File: src/rtl/alufg_pkg.sv
package alufg_pkg;
  typedef enum logic [3:0] {
    OP_ADD = 4'd0,
    OP_ADC = 4'd1,
    OP_SUB = 4'd2,
    OP_SBB = 4'd3,
    OP_AND = 4'd4,
    OP_OR  = 4'd5,
    OP_XOR = 4'd6,
    OP_INC = 4'd7,
    OP_DEC = 4'd8
  } alu_op_e;

  localparam int FLAG_COUNT = 6;
  localparam int FL_CY   = 0;
  localparam int FL_PAR  = 1;
  localparam int FL_AUX  = 2;
  localparam int FL_ZERO = 3;
  localparam int FL_SIGN = 4;
  localparam int FL_OVF  = 5;
  localparam int NIBBLE  = 4;
endpackage

File: src/rtl/alufg_adder.sv
module alufg_adder
  import alufg_pkg::*;
#(
  parameter int W = 8
) (
  input  logic [W-1:0] x,
  input  logic [W-1:0] y,
  input  logic         c_in,
  input  logic         sub_mode,
  output logic [W-1:0] sum,
  output logic         cy,
  output logic         aux,
  output logic         ovf
);
  logic [W:0]      full;
  logic [NIBBLE:0] low;

  assign full = {1'b0, x} + {1'b0, y} + {{W{1'b0}}, c_in};
  assign low  = {1'b0, x[NIBBLE-1:0]} + {1'b0, y[NIBBLE-1:0]} + {{NIBBLE{1'b0}}, c_in};
  assign sum  = full[W-1:0];
  // In subtract mode the operand is inverted, so carry-out low means borrow.
  assign cy   = full[W] ^ sub_mode;
  assign aux  = low[NIBBLE] ^ sub_mode;
  assign ovf  = (x[W-1] == y[W-1]) && (sum[W-1] != x[W-1]);
endmodule

File: src/rtl/alufg_flag_eval.sv
module alufg_flag_eval #(
  parameter int W = 8
) (
  input  logic [W-1:0] value,
  output logic         sign,
  output logic         zero,
  output logic         parity
);
  assign sign   = value[W-1];
  assign zero   = ~|value;
  assign parity = ~^value;
endmodule

File: src/rtl/alufg_core.sv
module alufg_core
  import alufg_pkg::*;
#(
  parameter int W = 8
) (
  input  logic [3:0]            op,
  input  logic [W-1:0]          a,
  input  logic [W-1:0]          b,
  input  logic                  cy_in,
  output logic [W-1:0]          result,
  output logic [FLAG_COUNT-1:0] calc,
  output logic [FLAG_COUNT-1:0] allowed
);
  logic [W-1:0] x, y, sum, logic_r;
  logic         cin, sub, is_arith;
  logic         a_cy, a_aux, a_ovf;
  logic         f_sign, f_zero, f_par;

  always_comb begin
    x        = a;
    y        = b;
    cin      = 1'b0;
    sub      = 1'b0;
    is_arith = 1'b1;
    logic_r  = a;
    allowed  = '1;
    case (op)
      OP_ADD: ;
      OP_ADC: cin = cy_in;
      OP_SUB: begin y = ~b; cin = 1'b1; sub = 1'b1; end
      OP_SBB: begin y = ~b; cin = ~cy_in; sub = 1'b1; end
      OP_INC: begin x = b; y = '0; cin = 1'b1; allowed[FL_CY] = 1'b0; end
      OP_DEC: begin x = b; y = ~W'(1); cin = 1'b1; sub = 1'b1; allowed[FL_CY] = 1'b0; end
      OP_AND: begin is_arith = 1'b0; logic_r = a & b; end
      OP_OR:  begin is_arith = 1'b0; logic_r = a | b; end
      OP_XOR: begin is_arith = 1'b0; logic_r = a ^ b; end
      default: begin is_arith = 1'b0; logic_r = a; allowed = '0; end
    endcase
  end

  alufg_adder #(.W(W)) u_adder (
    .x(x), .y(y), .c_in(cin), .sub_mode(sub),
    .sum(sum), .cy(a_cy), .aux(a_aux), .ovf(a_ovf)
  );

  assign result = is_arith ? sum : logic_r;

  alufg_flag_eval #(.W(W)) u_eval (
    .value(result), .sign(f_sign), .zero(f_zero), .parity(f_par)
  );

  assign calc[FL_CY]   = is_arith & a_cy;
  assign calc[FL_AUX]  = is_arith & a_aux;
  assign calc[FL_OVF]  = is_arith & a_ovf;
  assign calc[FL_SIGN] = f_sign;
  assign calc[FL_ZERO] = f_zero;
  assign calc[FL_PAR]  = f_par;
endmodule

File: src/rtl/alu_flag_unit.sv
module alu_flag_unit
  import alufg_pkg::*;
#(
  parameter int W = 8
) (
  input  logic                  clk,
  input  logic                  rst_n,
  input  logic                  in_valid,
  output logic                  in_ready,
  input  logic [3:0]            in_op,
  input  logic [W-1:0]          in_acc,
  input  logic [W-1:0]          in_tmp,
  input  logic [FLAG_COUNT-1:0] in_flag_en,
  output logic                  out_valid,
  input  logic                  out_ready,
  output logic [W-1:0]          out_result,
  output logic [FLAG_COUNT-1:0] out_flags
);
  logic                  fire, valid_q;
  logic [W-1:0]          res_q, result;
  logic [FLAG_COUNT-1:0] flag_q, flag_nxt, calc, allowed;

  assign in_ready   = !valid_q || out_ready;
  assign fire       = in_valid && in_ready;
  assign out_valid  = valid_q;
  assign out_result = res_q;
  assign out_flags  = flag_q;

  alufg_core #(.W(W)) u_core (
    .op(in_op), .a(in_acc), .b(in_tmp), .cy_in(flag_q[FL_CY]),
    .result(result), .calc(calc), .allowed(allowed)
  );

  for (genvar i = 0; i < FLAG_COUNT; i++) begin : g_flag
    assign flag_nxt[i] = (in_flag_en[i] && allowed[i]) ? calc[i] : flag_q[i];

    // a disabled flag keeps its value
    p_masked_hold_r11: assert property (@(posedge clk) disable iff (!rst_n)
      fire && !in_flag_en[i] |=> flag_q[i] == $past(flag_q[i]));
  end

  always_ff @(posedge clk or negedge rst_n) begin
    if (!rst_n) begin
      valid_q <= 1'b0;
      res_q   <= '0;
      flag_q  <= '0;
    end else if (fire) begin
      valid_q <= 1'b1;
      res_q   <= result;
      flag_q  <= flag_nxt;
    end else if (out_ready) begin
      valid_q <= 1'b0;
    end
  end

  p_stall_hold_r2: assert property (@(posedge clk) disable iff (!rst_n)
    out_valid && !out_ready |=> out_valid && $stable(out_result) && $stable(out_flags));

  p_sign_bit_r4: assert property (@(posedge clk) disable iff (!rst_n)
    fire && in_flag_en[FL_SIGN] && (in_op <= 4'd8) |=> out_flags[FL_SIGN] == out_result[W-1]);

  p_zero_bit_r4: assert property (@(posedge clk) disable iff (!rst_n)
    fire && in_flag_en[FL_ZERO] && (in_op <= 4'd8) |=> out_flags[FL_ZERO] == (out_result == '0));

  p_parity_bit_r5: assert property (@(posedge clk) disable iff (!rst_n)
    fire && in_flag_en[FL_PAR] && (in_op <= 4'd8) |=> out_flags[FL_PAR] == ~^out_result);

  p_incdec_carry_r9: assert property (@(posedge clk) disable iff (!rst_n)
    fire && (in_op == OP_INC || in_op == OP_DEC) |=> out_flags[FL_CY] == $past(flag_q[FL_CY]));

  p_logic_clear_r10: assert property (@(posedge clk) disable iff (!rst_n)
    fire && (in_op == OP_AND || in_op == OP_OR || in_op == OP_XOR) && in_flag_en[FL_CY]
    |=> !out_flags[FL_CY]);

  p_undef_pass_r12: assert property (@(posedge clk) disable iff (!rst_n)
    fire && (in_op > 4'd8) |=> out_result == $past(in_acc) && out_flags == $past(flag_q));
endmodule

File: config.mk
export PLATFORM = sky130hd
export DESIGN_NAME = alu_flag_unit
export DESIGN_NICKNAME = d
export VERILOG_FILES = /design/src/rtl/alufg_pkg.sv /design/src/rtl/alufg_adder.sv /design/src/rtl/alufg_flag_eval.sv /design/src/rtl/alufg_core.sv /design/src/rtl/alu_flag_unit.sv
export SDC_FILE = /design/constraint.sdc
export NUM_CORES = 1
export LEC_CHECK = 0
export BUFFER_PORTS_ARGS = -buffer_cell sky130_fd_sc_hd__buf_2
export CELL_PAD_IN_SITES_DETAIL_PLACEMENT = 1
export CELL_PAD_IN_SITES_GLOBAL_PLACEMENT = 1
export CORE_MARGIN = 2
export CORE_UTILIZATION = 40
export CTS_CLUSTER_SIZE = 40
export DETAILED_ROUTE_END_ITERATION = 16
export PLACE_DENSITY = 0.82
export SLEW_MARGIN = 25
export SYNTH_ARGS = -nofsm -noshare
export SYNTH_HDL_FRONTEND = slang
export SYNTH_SLANG_ARGS = --single-unit
File: constraint.sdc
create_clock -name clk -period 4.4 [get_ports clk]
set_input_delay 0.66 -clock clk [delete_from_list [all_inputs] [get_ports clk]]
set_output_delay 0.66 -clock clk [all_outputs]
set_load 0.005 [all_outputs]
### Word level (Yosys, flattened, before mapping)

Cells that the tools add are included.

* multiplexer cells: 11
* eq/ne operators: 10
* reductions and logical operators: 28
* add/subtract/negate cells: 4
* bitwise logic cells: 10

Operators by type and width (number)
* $pmux W8 S3: 2
* $eq A4 B3 Y1 const B: 4
* $mux W8: 2
* $reduce_and A2 Y1: 6
* $add A8 B8 Y9: 1
* $add A9 B1 Y9: 1
* $reduce_or A9 Y1: 1
* $and A8 B8 Y8: 1
* $eq A4 B2 Y1 const B: 2
* $logic_and A1 B1 Y1: 8
* $not A8 Y8: 1
* $or A8 B8 Y8: 1
* $reduce_or A8 Y1: 1
* $reduce_xnor A8 Y1: 1
* $xor A8 B8 Y8: 1
* $reduce_or A7 Y1: 1
* $reduce_or A3 Y1: 2
* $reduce_or A6 Y1: 1
* $add A4 B4 Y5: 1
* $add A5 B1 Y5: 1
* $mux W1: 5
* $mux W5: 1
* $eq A4 B1 Y1 const B: 1
* $eq A4 B4 Y1 const B: 1
* other kinds (11): 16

* bits of input ports: 30
* output and inout bits: 16
* word-level logic and storage cells: 71
* bits in registers: 15

### Longest topological paths before layout

* word-level depth: 8
* depth in mapped cells: 17
* gate-level depth less buffers: 15

### Hierarchy

A second synthesis with hierarchy kept.

* cells, all modules: 279
* area total of the unflattened synthesis: 2448.6 sq um

By module, submodules not included
* alufg_core: area each 1187.4 sq um, instances 1, seq. area each 0.0 sq um, cells an instance 175
* alu_flag_unit: area each 750.7 sq um, instances 1, seq. area each 375.4 sq um, cells an instance 40
* alufg_adder: area each 387.9 sq um, instances 1, seq. area each 0.0 sq um, cells an instance 47
* alufg_flag_eval: area each 122.6 sq um, instances 1, seq. area each 0.0 sq um, cells an instance 17

### Worst setup path after synthesis

No wires, ideal clock.

* path kind: input to register
* from: input port in_op[1]
* to: register flag_q[1], in the netlist out_flags[1]
* setup time: 0.127 ns
* cell stages on the path: 15
* arrival time: 3.925 ns
* buffers on the path: 3
* slack: 0.348 ns
* required time: 4.273 ns
* path through: buf_4 -> buf_2 -> a31oi_1 -> clkbuf_1 -> o21ai_0 -> fa_1 -> fa_1 -> a21o_1 -> a21oi_2 -> mux2i_1 -> o21ai_1 -> ha_1 -> xor2_1 -> xnor2_1 -> o21ai_0

* word-level cells in the longest chain between the ends: 7
* elaborated cells on any way between the ends: 26
* those cells by class: add/sub (2); eq/ne (8); mux (7); reduce/logical (9)

RTL lines
* start, declared: line alu_flag_unit.sv:10 `input logic [3:0] in_op,`
* $eq A4 B2 Y1 (tied with other cells): line alufg_core.sv:27 `case (op)`
* $reduce_or A2 Y1 (no line)
* $pmux W8 S3 / $mux W8 (equally long branches): line alufg_core.sv:27
* $add A8 B8 Y9: line alufg_adder.sv:18 `assign full = {1'b0, x} + {1'b0, y} + {{W{1'b0}}, c_in};`
* $add A9 B1 Y9: line alufg_adder.sv:18
* $mux W8: line alufg_core.sv:46 `assign result = is_arith ? sum : logic_r;`
* $reduce_xnor A8 Y1: line alufg_flag_eval.sv:11 `assign parity = ~^value;`
* end signal, assigned: line alu_flag_unit.sv:50 `flag_q <= flag_nxt;`
* end, declared: line alu_flag_unit.sv:21 `logic [FLAG_COUNT-1:0] flag_q, flag_nxt, calc, allowed;`

Several ways; a longest one is shown, not always the timed one.
A chain may end at the register's enable or synchronous reset.

### Worst setup path in the final report

* from: input port in_op[2]
* to: register flag_q[1], in the netlist out_flags[1]

The elaborated chain is that of the path after synthesis.

==> results.sh <==
export IMPL_status="finished, final reports clean"
export IMPL_arrival_ns=4.17
export IMPL_timing_final_crit_share_pct=90.97
export IMPL_yosysSeqAreaShare_pct=17.18
export IMPL_crit_type="primary input to flop"
export IMPL_p_per_area_mw_per_mm2=264.0
export IMPL_synthArstFlopShare_pct=100.0
export IMPL_vias_per_cell=5.679
export IMPL_period_needed_ns=4.003
export IMPL_routedWlPerCell_um=16.85
export IMPL_cts_tree="built"
export IMPL_setup_tns_ns=0
export IMPL_nFillCells=699
export IMPL_reg2reg_depth=13
export IMPL_synth_area_leaders="dfrtp_1 17%, ha_1 15%, nand2_1 6.0%, o221ai_1 4.8%, nor2b_1 3.7%"
export IMPL_grt_pass1_vias=2181
export IMPL_p_leak_nw=1.198
export IMPL_drc=0
export IMPL_antenna_found_initial=0
export IMPL_max_cap_violations=0
export IMPL_clk_latency_ns=0.25
export IMPL_ys_warn_count=0
export IMPL_synthCells=280
export IMPL_syn_avg_cell_area_sq_um=7.802
export IMPL_synth_edff_count=0
export IMPL_fmax_mhz=249.8
export IMPL_area_growth_pct=14.49
export IMPL_cts_sinks=15
export IMPL_critPathLaunch="in_op[2]"
export IMPL_synth_largest_area_cell="dfrtp_1"
export IMPL_post_cts_resized=0
export IMPL_first_iter_violations=89
export IMPL_core_area_sq_mm=0.005205
export IMPL_tightest_slew_ns=0.5888
export IMPL_io_pins=46
export IMPL_min_path_type="primary input to asynchronous set/reset pin"
export IMPL_die_y_um=77.90
export IMPL_place_ws_ns=0.1616
export IMPL_hold_viol_final=0
export IMPL_syn_area_sq_mm=0.002185
export IMPL_layout_drive_gt1_share_pct=22.05
export IMPL_overflow=0
export IMPL_finalPower_mw=0.6603
export IMPL_max_vdd_ir_drop_mv=0.1446
export IMPL_whs_ns=0.2976
export IMPL_slew_violations=0
export IMPL_clockBufferDepth=2
export IMPL_gp_congestion=0.9017
export IMPL_dieArea_sq_mm=0.006068
export IMPL_io_buffers=45
export IMPL_setup_violations=0
export IMPL_fin_skew_ns=0.003037
export IMPL_yosysTopAreaCellShare_pct=17.18
export IMPL_reg2reg_to="out_flags[1]"
export IMPL_gr_usage_all_layers_pct=22.10
export IMPL_nets=382
export IMPL_max_slew_margin_pct=60.75
export IMPL_placed_cell_area_sq_mm=0.002455
export IMPL_drt_first_pass_iters=4
export IMPL_n_antenna_cell=0
export IMPL_ys_seq_elements=15
export IMPL_path_max_fanout=10
export IMPL_worst_ep_required_time_ns=4.57
export IMPL_cts_hold_buffers=0
export IMPL_end_kind="flop"
export IMPL_rsz0062_at_grt="no"
export IMPL_r2r_setup_slack_ns=0.97
export IMPL_clkTransAtPathRegs_ns=0.06
export IMPL_totalWireLength_mm=6.605
export IMPL_rr_startpoint="out_flags[0]"
export IMPL_hpwlAfterDp_mm=5.306
export IMPL_fin_area_sq_mm=0.002501
export IMPL_die_w_um=77.90
export IMPL_synth_nets=339
export IMPL_vias=2226
export IMPL_ys_types=55
export IMPL_ant_nets=0
export IMPL_clock_tree_root_cell="clkbuf_8"
export IMPL_start_util_pct=41.97
export IMPL_grt_pass1_wl_mm=10.82
export IMPL_setup_slack_ns=0.3972
export IMPL_grt_start_max_net_pins=21
export IMPL_startpoint_type="primary input"
export IMPL_cts_buffers=3
export IMPL_cts_setup_buffers=0
export IMPL_htreeDepth=1
export IMPL_num_rows=26
export IMPL_synth_main_ff_cell="dfrtp_1"
==> registers in the layout, summed over array words and instances, names as in the netlist <==
| signal | flops |
|---|---|
| out_result | 8 |
| out_valid | 1 |
| out_flags | 6 |
==> power breakdown <==
group          switching (mW)  internal [mW]
Combinational           0.208          0.155
Sequential             0.0154          0.167
Clock                  0.0522         0.0629
Total                   0.276          0.384
==> layout make-up <==
| cell class | instances | area, sq um | area share, % |
|---|---|---|---|
| Clock inverter | 1 | 5.005 | 0.2001 |
| Sequential cell | 15 | 375.4 | 15.01 |
| Timing Repair Buffer | 53 | 285.3 | 11.41 |
| Tap cell | 70 | 87.58 | 3.502 |
| Clock buffer | 3 | 41.29 | 1.651 |
| Multi-Input combinational cell | 230 | 1632 | 65.23 |
| Inverter | 20 | 75.07 | 3.001 |
==> how the worst max path moves through the flow <==
stage | endpoint | slack, ns
2_1_floorplan | out_flags[1] | 0.35
3_3_place_gp | out_flags[1] | 0.35
3_5_place_dp | out_flags[1] | 0.16
4_1_cts | out_flags[1] | 0.40
5_1_grt | out_flags[1] | 0.10
6_report | out_flags[1] | 0.40
==> stage by stage <==
stage	utilization (%)	std cells
finish	48.05	392
global route	48.05	392
CTS	48.05	392
detailed placement	47.16	388
global placement	47.16	388
floorplan	-	280
==> routing by layer <==
metal	GRT usage, %	up-vias	wire length (um)
met3	1.628	3	290
li1	-	1098	-
met2	38.45	54	3197
met5	0	-	0
met4	4.035	0	36
met1	30.21	1071	3081
==> critical path, cell delays in order <==
cell	delay, ns
buf_2	0.21
nand2b_1	0.16
nor3_1	0.05
a31oi_1	0.32
o21ai_0	0.18
fa_1	0.51
fa_1	0.44
a21o_1	0.19
a21oi_2	0.27
xnor2_1	0.16
o221ai_1	0.19
ha_1	0.35
xor2_1	0.15
xnor2_1	0.13
o21ai_0	0.19
==> cell usage in the layout (no fill, tap or decap), types with 12 or more instances in the layout <==
cell,n
dfrtp_1,15
nand2_1,35
nor2b_1,13
nor2_1,20
o221ai_1,12
ha_1,27
o21ai_0,16
a21oi_1,14
buf_2,45
inv_1,20
nand3_1,12
==> synthesized netlist by cell type (5+ instances only) <==
cell	n
o21ai_0	16
buf_4	5
o21ai_1	10
xor2_1	5
inv_1	20
a21oi_1	14
nor2_1	20
ha_1	27
nand2_1	35
nand3_1	12
nand2b_1	7
nor2b_1	13
dfrtp_1	15
o221ai_1	12
==> logic make-up after synthesis <==
logic type | share of synthesized area, %
AND/OR/NAND/NOR | 21.48
AO/OA/AOI/OAI | 30.93
buffers and inverters | 8.133
adder cells (fa/ha/maj) | 17.30
flip-flops | 17.18
XOR/XNOR | 3.608
multiplexers | 1.375
(Power assumes the default switching activity.)
